### config.mk
export PLATFORM = sky130hd
export DESIGN_NAME = instr_word_framer
export DESIGN_NICKNAME = d
export VERILOG_FILES = /design/src/rtl/iwf_pkg.sv /design/src/rtl/iwf_decode.sv /design/src/rtl/iwf_frame_ctrl.sv /design/src/rtl/instr_word_framer.sv
export SDC_FILE = /design/constraint.sdc
export NUM_CORES = 1
export LEC_CHECK = 0
export BUFFER_PORTS_ARGS = -buffer_cell sky130_fd_sc_hd__buf_2
export CORE_MARGIN = 1
export CORE_UTILIZATION = 50
export CTS_BUF_LIST = sky130_fd_sc_hd__clkbuf_4 sky130_fd_sc_hd__clkbuf_8
export DETAILED_ROUTE_END_ITERATION = 7
export PLACE_DENSITY = 0.81
export SKIP_CTS_REPAIR_TIMING = 1
export SLEW_MARGIN = 20
export SYNTH_ARGS = -nofsm -noshare
export SYNTH_HDL_FRONTEND = slang
export SYNTH_SLANG_ARGS = --single-unit
### constraint.sdc
create_clock -name clk -period 2.2 [get_ports clk]
set_input_delay 0.33 -clock clk [delete_from_list [all_inputs] [get_ports clk]]
set_output_delay 0.33 -clock clk [all_outputs]
set_load 0.02 [all_outputs]
### src/rtl/iwf_pkg.sv
// Package: shared types and constants of the instruction word framer.
// Assumes 32-bit instruction words with fixed field positions.
package iwf_pkg;

    localparam int WORD_W       = 32;
    localparam int MEM_OP_FIRST = 8'h80;
    localparam int MEM_OP_SPAN  = 80;   // opcodes 0x80..0xCF
    localparam int LEN_W        = 4;

    typedef enum logic [2:0] {
        FMT_CTRL      = 3'd0,
        FMT_CMPBR     = 3'd1,
        FMT_REG       = 3'd2,
        FMT_MEM_SHORT = 3'd3,
        FMT_MEM_LONG  = 3'd4,
        FMT_DATA      = 3'd5
    } fmt_e;

endpackage

### src/rtl/iwf_decode.sv
// Module: iwf_decode
// Classifies one instruction word. It produces the format tag, the invalid
// flag and whether a displacement word follows.
// Assumes: purely combinational; the field positions are fixed by the format.
module iwf_decode
    import iwf_pkg::*;
#(
    parameter logic [MEM_OP_SPAN-1:0] MEM_OP_MASK = {40{2'b01}}
) (
    input  logic [WORD_W-1:0] word,
    output fmt_e              fmt,
    output logic              invalid,
    output logic              two_word
);

    localparam int IDX_W = 7;

    logic [7:0]       opcode;
    logic [3:0]       mode;
    logic [IDX_W-1:0] op_idx;
    logic [127:0]     mask_ext;
    logic             op_legal;

    // Extract the opcode, the mode and the table lookup
    always_comb begin
        opcode   = word[31:24];
        mode     = word[13:10];
        op_idx   = IDX_W'(opcode - 8'(MEM_OP_FIRST));
        mask_ext = 128'(MEM_OP_MASK);
        op_legal = mask_ext[op_idx];
    end

    // Map the top nibble to a format and resolve the memory-format length
    always_comb begin
        fmt      = FMT_DATA;
        invalid  = 1'b1;
        two_word = 1'b0;
        case (word[31:28])
            4'h0, 4'h1: begin
                fmt     = FMT_CTRL;
                invalid = 1'b0;
            end
            4'h2, 4'h3: begin
                fmt     = FMT_CMPBR;
                invalid = 1'b0;
            end
            4'h5, 4'h6, 4'h7: begin
                fmt     = FMT_REG;
                invalid = 1'b0;
            end
            4'h8, 4'h9, 4'hA, 4'hB, 4'hC: begin
                if (op_legal && (mode != 4'd6)) begin
                    invalid  = 1'b0;
                    fmt      = word[12] ? FMT_MEM_LONG : FMT_MEM_SHORT;
                    two_word = (mode == 4'd5) || (mode >= 4'd12);
                end
            end
            default: begin
                fmt     = FMT_DATA;
                invalid = 1'b1;
            end
        endcase
    end

endmodule

### src/rtl/iwf_frame_ctrl.sv
// Module: iwf_frame_ctrl
// Collects words into instructions. It holds the first word of a two-word
// instruction, keeps the running byte address and drives the registered
// output stage with ready/valid.
// Assumes: decode inputs describe in_word in the same cycle; ADDR_W >= 3.
module iwf_frame_ctrl
    import iwf_pkg::*;
#(
    parameter int              ADDR_W     = 32,
    parameter logic [ADDR_W-1:0] RESET_ADDR = ADDR_W'(32'h0000_1000)
) (
    input  logic              clk,
    input  logic              rst_n,
    input  logic              flush,
    input  logic [ADDR_W-1:0] flush_addr,
    input  logic              in_valid,
    output logic              in_ready,
    input  logic [WORD_W-1:0] in_word,
    input  fmt_e              dec_fmt,
    input  logic              dec_invalid,
    input  logic              dec_two,
    output logic              out_valid,
    input  logic              out_ready,
    output logic [WORD_W-1:0] out_word0,
    output logic [WORD_W-1:0] out_word1,
    output logic [LEN_W-1:0]  out_len,
    output fmt_e              out_fmt,
    output logic              out_invalid,
    output logic [ADDR_W-1:0] out_addr,
    output logic [ADDR_W-1:0] out_next_addr
);

    localparam logic [ADDR_W-1:0] STEP1 = ADDR_W'(4);
    localparam logic [ADDR_W-1:0] STEP2 = ADDR_W'(8);
    localparam logic [ADDR_W-1:0] BASE  = {RESET_ADDR[ADDR_W-1:2], 2'b00};

    logic              pend_q;
    logic [WORD_W-1:0] pend_word_q;
    fmt_e              pend_fmt_q;
    logic [ADDR_W-1:0] cur_addr_q;
    logic              can_load;
    logic              take;

    // Accept a word only when the output slot is free or draining this cycle
    always_comb begin
        can_load = !out_valid || out_ready;
        in_ready = !flush && can_load;
        take     = in_valid && in_ready;
    end

    // Pending-word, address and output register updates
    always_ff @(posedge clk) begin
        if (!rst_n) begin
            pend_q        <= 1'b0;
            pend_word_q   <= '0;
            pend_fmt_q    <= FMT_DATA;
            cur_addr_q    <= BASE;
            out_valid     <= 1'b0;
            out_word0     <= '0;
            out_word1     <= '0;
            out_len       <= '0;
            out_fmt       <= FMT_DATA;
            out_invalid   <= 1'b0;
            out_addr      <= '0;
            out_next_addr <= '0;
        end else if (flush) begin
            pend_q     <= 1'b0;
            out_valid  <= 1'b0;
            cur_addr_q <= {flush_addr[ADDR_W-1:2], 2'b00};
        end else begin
            if (out_valid && out_ready) begin
                out_valid <= 1'b0;
            end
            if (take) begin
                if (pend_q) begin
                    pend_q        <= 1'b0;
                    out_valid     <= 1'b1;
                    out_word0     <= pend_word_q;
                    out_word1     <= in_word;
                    out_len       <= LEN_W'(8);
                    out_fmt       <= pend_fmt_q;
                    out_invalid   <= 1'b0;
                    out_addr      <= cur_addr_q;
                    out_next_addr <= cur_addr_q + STEP2;
                    cur_addr_q    <= cur_addr_q + STEP2;
                end else if (dec_two) begin
                    pend_q      <= 1'b1;
                    pend_word_q <= in_word;
                    pend_fmt_q  <= dec_fmt;
                end else begin
                    out_valid     <= 1'b1;
                    out_word0     <= in_word;
                    out_word1     <= '0;
                    out_len       <= LEN_W'(4);
                    out_fmt       <= dec_fmt;
                    out_invalid   <= dec_invalid;
                    out_addr      <= cur_addr_q;
                    out_next_addr <= cur_addr_q + STEP1;
                    cur_addr_q    <= cur_addr_q + STEP1;
                end
            end
        end
    end

    AST_HOLD_STABLE: assert property (@(posedge clk) disable iff (!rst_n)
        (out_valid && !out_ready && !flush) |=> (out_valid && $stable(out_word0)
        && $stable(out_word1) && $stable(out_len) && $stable(out_addr)));

    AST_TWO_WORD_STALL: assert property (@(posedge clk) disable iff (!rst_n)
        (take && !pend_q && dec_two) |=> (!out_valid && pend_q));

    AST_LONG_LEN_VALID: assert property (@(posedge clk) disable iff (!rst_n)
        (out_valid && out_len == LEN_W'(8)) |-> (!out_invalid && out_fmt == FMT_MEM_LONG));

    AST_INVALID_SHORT: assert property (@(posedge clk) disable iff (!rst_n)
        (out_valid && out_invalid) |-> (out_len == LEN_W'(4) && out_fmt == FMT_DATA));

    AST_ADDR_CONTIG: assert property (@(posedge clk) disable iff (!rst_n)
        (out_valid && out_ready && !flush) |=> (!out_valid || out_addr == $past(out_next_addr)));

    AST_ADDR_ALIGNED: assert property (@(posedge clk) disable iff (!rst_n)
        out_valid |-> (out_addr[1:0] == 2'b00));

    AST_FLUSH_DROP: assert property (@(posedge clk) disable iff (!rst_n)
        flush |=> (!out_valid && !pend_q));

endmodule

### src/rtl/instr_word_framer.sv
// Module: instr_word_framer (top)
// Frames a stream of 32-bit instruction words into one- or two-word
// instructions with length, format tag, invalid flag and addresses.
// Assumes: words arrive in program order; a flush marks a new start address.
module instr_word_framer
    import iwf_pkg::*;
#(
    parameter int                     ADDR_W      = 32,
    parameter logic [ADDR_W-1:0]      RESET_ADDR  = ADDR_W'(32'h0000_1000),
    parameter logic [MEM_OP_SPAN-1:0] MEM_OP_MASK = {40{2'b01}}
) (
    input  logic              clk,
    input  logic              rst_n,
    input  logic              flush,
    input  logic [ADDR_W-1:0] flush_addr,
    input  logic              in_valid,
    output logic              in_ready,
    input  logic [31:0]       in_word,
    output logic              out_valid,
    input  logic              out_ready,
    output logic [31:0]       out_word0,
    output logic [31:0]       out_word1,
    output logic [3:0]        out_len,
    output logic [2:0]        out_fmt,
    output logic              out_invalid,
    output logic [ADDR_W-1:0] out_addr,
    output logic [ADDR_W-1:0] out_next_addr
);

    fmt_e dec_fmt;
    logic dec_invalid;
    logic dec_two;
    fmt_e fmt_q;

    iwf_decode #(
        .MEM_OP_MASK(MEM_OP_MASK)
    ) decode_i (
        .word     (in_word),
        .fmt      (dec_fmt),
        .invalid  (dec_invalid),
        .two_word (dec_two)
    );

    iwf_frame_ctrl #(
        .ADDR_W     (ADDR_W),
        .RESET_ADDR (RESET_ADDR)
    ) ctrl_i (
        .clk           (clk),
        .rst_n         (rst_n),
        .flush         (flush),
        .flush_addr    (flush_addr),
        .in_valid      (in_valid),
        .in_ready      (in_ready),
        .in_word       (in_word),
        .dec_fmt       (dec_fmt),
        .dec_invalid   (dec_invalid),
        .dec_two       (dec_two),
        .out_valid     (out_valid),
        .out_ready     (out_ready),
        .out_word0     (out_word0),
        .out_word1     (out_word1),
        .out_len       (out_len),
        .out_fmt       (fmt_q),
        .out_invalid   (out_invalid),
        .out_addr      (out_addr),
        .out_next_addr (out_next_addr)
    );

    // Expose the format tag as a plain vector
    always_comb out_fmt = fmt_q;

endmodule

==> run metrics <==
Largest stage delay, worst path 0.54 ns; Critical Path AT 2.54 ns; Initial Util 51.61%; Comb pwr share 13.7%; ANT nets after route 0; relative slew slack 33.22%; Sink Count 197; die area 17030 um2; worst reg-to-reg path cell count 6; RePlAce Congestion 0.8944; Hold Path Stages 3; CP max FO 3; area grow syn2layout 22.86%; reg2reg start ctrl_i.cur_addr_q[3]; Total Power 7.308 mW; max frequency 461.4 MHz; total track usage 26.24%; vias in the first global route 7060; clk_lat worst skew 0.48 ns; H-tree lvl count 4; CTS buffer count 17; synthesized area per cell 8.192 um2; maximum clock path buffer count 2; Core Footprint 16000 um2; synthesized instance count 1008; Post-synth EDFFs 0; Layout fillers 1431; initial antenna violation count 1; Async SR Flop Fraction 0%; Hold Crit Start in_word[14]; count of state elements after synthesis 197; IO Pins 207; NetSw 2.081 mW; Distinct cells, synth 55; Clock power frac 34.1%; Remaining DRCs 0; initial detailed-routing violation count 741; final hold slack 0.09838 ns; DRT Wirelength 22.94 mm; P_int 5.227 mW; via count 7951; Final setup viols 0; Place WS -0.2067 ns; share of cells above drive strength 1 25.76%; Reg power frac 52.2%; cell area after synthesis 8258 um2; largest net degree at the start of global routing 76; status completed; Final Hold Fails 0; via density per instance 5.568; first-pass GRT wire length 35.08 mm; Hold EP ctrl_i.pend_word_q[14]; Startpoint Class register; Seq/Total Area, Yosys 47.76%; Leakage Power 3.972 nW; worst path cell trace ha_1 -> o21ai_2 -> or4_4 -> or4_4 -> o21a_1 -> o311a_1; top_reg_cell synth dfxtp_1; maximum VDD drop 0.4918 mV; Min-Delay Path Class primary input to register; clock period minus worst slack 2.167 ns; final core utilization 63.41%; CTS tree built; critical setup path kind register to register; Crit path required time 2.57 ns; Die Ht 130.5 um; Die Wd 130.5 um; # nets final 1269; PortBufs 198; CP most frequent cell or4_4; pwr dens 720.3 nW/um2; Clock Skew 0.01372 ns; Sw Share 28.47%; DR pass1 iterations 6; Crit-path slowest cell or4_4; routed len/inst 16.06 um; max_cap viols 0; R2R Path End ctrl_i.cur_addr_q[31]; Tcrit/Tclk final 98.51%; Rows 46; crit path capture type register; post-route setup slack 0.03277 ns; total grt overflow 0; root buffer cell clkbuf_8; HPWL Detailed 15.87 mm; Final Slew Violations 0; clock-pin slew on the worst setup and hold paths 0.10 ns; Syn. warnings 0; r2r setup slk 0.03 ns; slew at the pin with the worst max-slew slack 1.002 ns
-- registers in the layout, indices dropped and copies added, names as in the netlist --
signal	cells
ctrl_i.cur_addr_q	30
ctrl_i.out_addr	30
ctrl_i.pend_word_q	32
ctrl_i.out_word1	32
ctrl_i.out_valid	1
ctrl_i.out_word0	32
ctrl_i.pend_q	1
ctrl_i.out_next_addr	30
ctrl_i.out_len	2
ctrl_i.pend_fmt_q	3
ctrl_i.out_invalid	1
ctrl_i.out_fmt	3
-- through the flow --
stage                     cells  instance area [um2]  setup TNS, ns
after CTS                  1425                10110        -0.3410
after detailed placement   1393                 9683         -8.393
after global placement     1393                 9683         -6.249
final                      1428                10150              0
after floorplan            1013                 8278              0
after global routing       1428                10150      -0.001157
-- Yosys cell counts, types with 3 or more instances --
cell type,n,area (um2)
dfxtp_1,197,3944
nand2_1,185,694.4
a21oi_1,132,660.6
nor2_1,65,244.0
clkbuf_1,64,240.2
nand3_1,49,245.2
o21ai_0,47,235.2
a211oi_1,44,330.3
mux2i_1,32,320.3
xnor2_1,31,271.5
buf_2,18,90.09
nor3_1,16,80.08
nor4_1,11,68.82
a31oi_1,10,62.56
inv_1,9,33.78
or4_1,9,67.56
xor2_1,8,70.07
and3_1,6,37.54
buf_4,6,45.04
nand2b_1,5,31.28
o31ai_1,5,37.54
or3_1,5,31.28
buf_1,4,15.01
nand4_1,4,25.02
o21a_1,4,30.03
and4_1,3,26.28
nor2b_1,3,18.77
-- area by class of cell --
cell class	instances	area, um2	area share, %
multi-input cells	715	3946	38.89
well taps	216	270.3	2.664
clock buffers	17	234.0	2.306
diodes	1	2.502	0.02466
inverters	9	36.28	0.3576
clock inverters	15	188.9	1.862
repair buffers	258	1516	14.95
flip-flops and latches	197	3951	38.94
-- per-layer routing --
layer	wire length (um)	up-vias	GRT usage [%]
li1	-	3876	-
met2	10320	337	39.65
met4	809	0	11.43
met3	1871	63	5.904
met1	9930	3675	35.88
met5	0	-	0
-- cells by family after synthesis --
| family | share of synthesized area [%] |
|---|---|
| mux | 4.015 |
| fa+ha+maj | 0.3030 |
| compound gates | 18.39 |
| xor+xnor | 4.136 |
| simple gates | 20.09 |
| buf+inv | 5.257 |
| other cells | 0.04541 |
| flops | 47.76 |
-- worst max-delay path, delay by kind of cell (launching register included) --
family                     cells  cell delay (ns)
AOI/OAI and AO/OA              3             0.54
and+or+nand+nor                2             1.03
adders and majority gates      1             0.15
DFF                            1             0.35
-- layout by cell type, fill, tap and decap left out, drive strengths merged, types with 3 or more instances in the layout --
cell type and n:
o31ai 5, or4 10, bufinv 3, nand2b 5, and2 3, mux2i 32
and3 6, buf 258, nand2 185, conb 6, clkinvlp 4, or3 5
inv 15, o21ai 48, xor2 8, a31oi 10, a21oi 132, dfxtp 197
a211oi 44, and4 3, nor2 67, xnor2 31, nand4 5, nor3 16
nand3 50, nor2b 3, o21a 4, nor4 11, clkbuf 17
-- worst max-delay path by stage --
stage,startpoint,end,slack [ns],cells after the start
finish,ctrl_i.cur_addr_q[3],ctrl_i.cur_addr_q[31],0.03,6
global route,ctrl_i.cur_addr_q[3],ctrl_i.cur_addr_q[31],-0.001,6
CTS,ctrl_i.out_valid,ctrl_i.out_next_addr[25],-0.05,6
detailed placement,in_word[10],ctrl_i.out_next_addr[25],-0.21,7
global placement,in_word[10],ctrl_i.out_next_addr[25],-0.18,7
floorplan,ctrl_i.cur_addr_q[3],ctrl_i.cur_addr_q[31],0.02,7
-- power groups by stage --
stage | Sequential, mW | Combinational (mW) | Clock (mW)
after global routing | 3.83 | 1.09 | 2.66
after CTS | 3.81 | 0.990 | 2.53
after global placement | 3.89 | 0.970 | 0
after detailed placement | 3.89 | 0.985 | 0
after floorplan | 4.01 | 0.471 | 0
final | 3.81 | 1.00 | 2.49
(Power assumes the default switching activity.)
